File: src/rtl/hst_pkg.sv
package hst_pkg;

    typedef enum logic [1:0] {
        PH_IDLE = 2'd0,
        PH_RUN  = 2'd1,
        PH_DONE = 2'd2
    } phase_e;

    localparam int SAMPLE_W = 16;

endpackage

File: src/rtl/hst_delta.sv
// Holds the previous accepted sample and reports whether the new one lies
// within tolerance of it.
module hst_delta #(
    parameter int W = 16
) (
    input  logic         clk,
    input  logic         rst_n,
    input  logic         flush,
    input  logic         take,
    input  logic [W-1:0] sample,
    input  logic [W-1:0] tol,
    output logic         near,
    output logic         primed
);

    typedef struct packed {
        logic         have;
        logic [W-1:0] prev;
    } dstate_t;

    dstate_t st_d, st_q;
    logic [W-1:0] gap;

    always_comb begin
        gap  = (sample >= st_q.prev) ? (sample - st_q.prev) : (st_q.prev - sample);
        near = take && st_q.have && (gap < tol);

        st_d = st_q;
        if (take) begin
            st_d.prev = sample;
            st_d.have = 1'b1;
        end
        if (flush) begin
            st_d.have = 1'b0;
        end
    end

    always_ff @(posedge clk or negedge rst_n) begin
        if (!rst_n) begin
            st_q <= '0;
        end else begin
            st_q <= st_d;
        end
    end

    assign primed = st_q.have;

endmodule

File: src/rtl/hst_settle.sv
// Counts in-tolerance steps and flags the step that reaches the threshold.
module hst_settle #(
    parameter int CW = 16
) (
    input  logic          clk,
    input  logic          rst_n,
    input  logic          clear,
    input  logic          bump,
    input  logic [CW-1:0] thr,
    output logic          hit
);

    typedef struct packed {
        logic [CW-1:0] cnt;
    } sstate_t;

    sstate_t st_d, st_q;
    logic [CW:0] next_cnt;
    logic [CW:0] thr_eff;

    always_comb begin
        thr_eff  = (thr == '0) ? {{CW{1'b0}}, 1'b1} : {1'b0, thr};
        next_cnt = {1'b0, st_q.cnt} + {{CW{1'b0}}, 1'b1};
        hit      = bump && (next_cnt == thr_eff);

        st_d = st_q;
        if (bump) begin
            st_d.cnt = next_cnt[CW-1:0];
        end
        if (hit || clear) begin
            st_d.cnt = '0;
        end
    end

    always_ff @(posedge clk or negedge rst_n) begin
        if (!rst_n) begin
            st_q <= '0;
        end else begin
            st_q <= st_d;
        end
    end

endmodule

File: src/rtl/hst_argmin.sv
// Running minimum of offered values with the order that produced it.
module hst_argmin #(
    parameter int W     = 16,
    parameter int MW    = 7,
    parameter int M_MIN = 2
) (
    input  logic          clk,
    input  logic          rst_n,
    input  logic          init,
    input  logic          offer,
    input  logic [W-1:0]  value,
    input  logic [MW-1:0] order,
    output logic [W-1:0]  min_val,
    output logic [MW-1:0] min_ord
);

    localparam logic [MW-1:0] ORD_INIT = MW'(M_MIN);

    typedef struct packed {
        logic [W-1:0]  mv;
        logic [MW-1:0] mo;
    } astate_t;

    astate_t st_d, st_q;

    always_comb begin
        st_d = st_q;
        if (init) begin
            st_d.mv = '1;
            st_d.mo = ORD_INIT;
        end else if (offer && (value < st_q.mv)) begin
            st_d.mv = value;
            st_d.mo = order;
        end
    end

    always_ff @(posedge clk or negedge rst_n) begin
        if (!rst_n) begin
            st_q.mv <= '1;
            st_q.mo <= ORD_INIT;
        end else begin
            st_q <= st_d;
        end
    end

    assign min_val = st_q.mv;
    assign min_ord = st_q.mo;

endmodule

File: src/rtl/sweep_tracker.sv
// Top: sequences the harmonic order from M_MIN to M_MAX, stepping on settle.
module sweep_tracker #(
    parameter int SW    = hst_pkg::SAMPLE_W,
    parameter int CW    = 16,
    parameter int M_MIN = 2,
    parameter int M_MAX = 120,
    parameter int MW    = $clog2(M_MAX + 1)
) (
    input  logic          clk,
    input  logic          rst_n,
    input  logic          start,
    input  logic          smp_valid,
    input  logic [SW-1:0] smp_data,
    input  logic [SW-1:0] tol,
    input  logic [CW-1:0] settle_thr,
    output logic [MW-1:0] order_m,
    output logic [SW-1:0] min_dist,
    output logic [MW-1:0] best_m,
    output logic          done
);

    import hst_pkg::*;

    localparam logic [MW-1:0] ORD_LO = MW'(M_MIN);
    localparam logic [MW-1:0] ORD_HI = MW'(M_MAX);

    typedef struct packed {
        phase_e        ph;
        logic [MW-1:0] ord;
    } tstate_t;

    tstate_t st_d, st_q;

    logic take;
    logic near;
    logic primed;
    logic hit;

    assign take = smp_valid && !start && (st_q.ph == PH_RUN);

    hst_delta #(.W(SW)) u_delta (
        .clk    (clk),
        .rst_n  (rst_n),
        .flush  (start || hit),
        .take   (take),
        .sample (smp_data),
        .tol    (tol),
        .near   (near),
        .primed (primed)
    );

    hst_settle #(.CW(CW)) u_settle (
        .clk   (clk),
        .rst_n (rst_n),
        .clear (start),
        .bump  (near),
        .thr   (settle_thr),
        .hit   (hit)
    );

    hst_argmin #(.W(SW), .MW(MW), .M_MIN(M_MIN)) u_argmin (
        .clk     (clk),
        .rst_n   (rst_n),
        .init    (start),
        .offer   (hit),
        .value   (smp_data),
        .order   (st_q.ord),
        .min_val (min_dist),
        .min_ord (best_m)
    );

    always_comb begin
        st_d = st_q;
        if (start) begin
            st_d.ph  = PH_RUN;
            st_d.ord = ORD_LO;
        end else if (hit) begin
            if (st_q.ord == ORD_HI) begin
                st_d.ph = PH_DONE;
            end else begin
                st_d.ord = st_q.ord + MW'(1);
            end
        end
    end

    always_ff @(posedge clk or negedge rst_n) begin
        if (!rst_n) begin
            st_q.ph  <= PH_IDLE;
            st_q.ord <= ORD_LO;
        end else begin
            st_q <= st_d;
        end
    end

    assign order_m = st_q.ord;
    assign done    = (st_q.ph == PH_DONE);

    logic unused_primed;
    assign unused_primed = primed;

endmodule

File: config.mk
export PLATFORM = sky130hd
export DESIGN_NAME = sweep_tracker
export DESIGN_NICKNAME = d
export VERILOG_FILES = /design/src/rtl/hst_pkg.sv /design/src/rtl/hst_delta.sv /design/src/rtl/hst_settle.sv /design/src/rtl/hst_argmin.sv /design/src/rtl/sweep_tracker.sv
export SDC_FILE = /design/constraint.sdc
export NUM_CORES = 1
export LEC_CHECK = 0
export ABC_AREA = 1
export BUFFER_PORTS_ARGS = -buffer_cell sky130_fd_sc_hd__buf_4
export CORE_MARGIN = 4
export CORE_UTILIZATION = 53
export DETAILED_ROUTE_END_ITERATION = 10
export PLACE_DENSITY = 0.74
export SYNTH_ARGS = -nofsm -noshare
export SYNTH_HDL_FRONTEND = slang
export SYNTH_SLANG_ARGS = --single-unit
File: constraint.sdc
create_clock -name clk -period 6.6 [get_ports clk]
set_input_delay 0.66 -clock clk [delete_from_list [all_inputs] [get_ports clk]]
set_output_delay 0.66 -clock clk [all_outputs]
set_load 0.05 [all_outputs]
==> flow_summary.toml <==
[outcome]
outcome = "completed"

[clock_tree]
clock_path_buffers = 2
numCtsBuffers = 9
postCtsSetupBuffers = 0
clock_latency_ns = 0.33
clkSlewWorstSetupHoldPaths_ns = 0.06
htreeDepth = 3
cts_tree = "built"
ctsRootBufferMaster = "clkbuf_16"
post_cts_resized = 0
clock-sinks = 65
ctsHoldBuffers = 0

[critical_path]
path_delay_family = "simple AND/OR/NAND/NOR gates"
crit_path_max_incr_delay_ns = 0.58
ff2ff_path_depth = 23
crit_path_max_fanout = 23
reg2reg_slack_ns = 1.70
endpoint_kind = "register"
worstPathRequired_ns = 6.81
crit_type = "in2reg"
cp_common_cell = "nand2_1"
regToRegEndpoint = "u_argmin.min_ord[5]"
r2r-start = "u_delta.st_q[0]"
cp.arrival_ns = 5.32
path_buf_inv = 4
worstSetupStartpoint = "smp_data[0]"
startpoint_type = "primary input"
critPathSlowestCell = "nand3_1"

[logic_synthesis]
syn_area_um2 = 6040
syn-num-nets = 1006
yosysWarningCount = 0
synth_top_family_by_area = "simple AND/OR/NAND/NOR gates"
synth_adder_area_share = 0.139
synthCells = 888
yosysTopAreaCell = "dfrtp_1"
synth_area_leaders = "dfrtp_1 19%, nand2_1 14%, ha_1 13%"
yosys.cell_types.count = 44
yosys.area_share.simple = 0.307
synth-seq-cells = 65
synth_xor_area_frac = 0.0356
ys_seq_area_frac = 0.273
synth_compound_area_frac = 0.119
netlist.area_leader.share = 0.195
muxShareOfSynthArea = 0.00870
syn_avg_cell_area_um2 = 6.80

[placement]
portBuffers = 82
dpl.hpwl_um = 11800
dp.cells = 1086
routabilityCongestion = 0.990

[grt]
grtUsageTotal = 0.232
grt_pass1_wl_um = 25100
grt_antenna_before_repair = 0
grt_overflow_total = 0
grt_pass1_vias = 5366
grt_max_degree = 66

[cells_and_area]
antenna_cells = 0
final_util = 0.640
finalNonFillerCells = 1102
syn2layout_area_growth_pct = 16.3
layout_commonest_cell = "nand2_1"
multiInputGateArea_um2 = 3680
mostFrequentLayoutCells = "225 x nand2_1, 143 x inv_1, 102 x nand3_1"
fillerInstances = 1026
seqCellArea_um2 = 1650
layout-drive-gt1-share = 0.146
nNetsFinal = 1075

[sta]
hold_slack_ns = 0.425
tightest_slew_ns = 0.892
fin_crit_ns = 5.11
finalSetupViolCount = 0
rsz0062_at_grt = "no"
post-route-period-util = 0.775
slew_viol_final = 0
clock_skew_ns = 0.00946
slew_headroom = 0.404
hold_viol = 0
fin_setup_tns_ns = 0
max_freq_ghz = 0.196

[power_and_ir_drop]
power_density_nw_per_um2 = 229
p_leak_nw = 3.75
power_mw = 1.61
peakVddDrop_uv = 129

[drt]
wl_um = 15200
drtIter0Drc = 355
drc = 0
via_per_inst = 5.29
wire_per_inst_um = 13.8
vias = 5833
dr.pass1.iters = 7
ant_nets = 0

[flow_run]
cap_violations = 0

[die]
start_util = 0.550
dieHeight_um = 115
rows = 38
dieArea_um2 = 13200
core-area_um2 = 11000
ios = 83
die_w_um = 115

[min_path]
worstHoldPathType = "in2async"
## final cells by class
cell class	count	share of cell area
clock buffers	9	0.0321
well taps	140	0.0249
repair buffers	85	0.0908
multi-input cells	649	0.524
clock inverters	7	0.0144
flip-flops and latches	65	0.235
inverters	147	0.0786
## worst max path at each step
| stage | endpoint | depth (start not counted) |
|---|---|---|
| after floorplan | st_q[7] | 26 |
| after global placement | u_argmin.min_ord[4] | 25 |
| after detailed placement | u_argmin.min_ord[5] | 25 |
| after CTS | u_argmin.min_ord[5] | 25 |
| after global routing | u_argmin.min_ord[5] | 25 |
| final | u_argmin.min_ord[5] | 25 |
## cells in the mapped netlist
master and n:
a211oi_1 1, a21boi_0 1, a21o_1 4, a21oi_1 51, a31oi_1 2, and2_1 1
buf_1 3, buf_2 6, buf_4 9, buf_6 2, clkbuf_1 7, clkinv_1 1
dfrtp_1 47, dfstp_2 18, fa_1 2, ha_1 64, inv_1 143, inv_2 3
mux2_2 2, mux2i_1 3, nand2_1 225, nand2_2 3, nand3_1 102, nand3_2 2
nand3b_1 4, nand4_1 13, nand4_2 2, nor2_1 53, nor2_2 3, nor2_4 4
nor3_1 9, o2111ai_1 1, o211ai_1 3, o21a_1 2, o21ai_0 54, o21ai_1 2
o21bai_1 3, o22ai_1 5, o31ai_1 2, o32a_1 1, or2_2 2, xnor2_1 8
xnor3_1 1, xor2_1 14
## power by group
part	internal, mW	switching (mW)	leakage, nW
Sequential	0.442	0.0296	0.813
Combinational	0.229	0.386	2.78
Clock	0.334	0.187	0.153
## kinds of logic (layout without fill, tap and decap cells)
group / Yosys count / after routing
buffers and inverters: 174 / 248
XOR/XNOR: 23 / 23
adder cells (fa/ha/maj): 66 / 66
AND/OR/NAND/NOR: 423 / 423
AO/OA/AOI/OAI: 132 / 132
flip-flops: 65 / 65
multiplexers: 5 / 5
## flip-flops by register name, indices dropped and copies added, names as in the netlist
name and flops:
u_argmin.min_val 16, u_delta.st_q 16, u_settle.st_q 16, order_m 7, u_argmin.min_ord 7, st_q 2
u_delta.primed 1
## per-stage QoR
stage	worst slack (ns)	cell area, um2
floorplan	2.56	6040
global placement	1.21	6700
detailed placement	1.17	6700
CTS	1.50	7020
global route	0.899	7020
finish	1.49	7020
## worst register-to-register path, delay by kind of cell, from the launching register on
| kind | cells | cell delay (ns) |
|---|---|---|
| buffers and inverters | 2 | 0.12 |
| xor gates and xnor gates | 1 | 0.15 |
| adders and majority gates | 3 | 0.87 |
| AOI/OAI and AO/OA | 3 | 0.74 |
| DFF | 1 | 0.37 |
| and+or+nand+nor | 14 | 2.51 |
## routing by layer
metal,wire length [um],GRT usage,part of all wire
met4,225,0.0595,0.015
met3,888,0.0342,0.058
met2,7190,0.387,0.47
met1,6880,0.319,0.45
met5,0,0,0
Note: power is estimated with default switching activity, not from simulation.
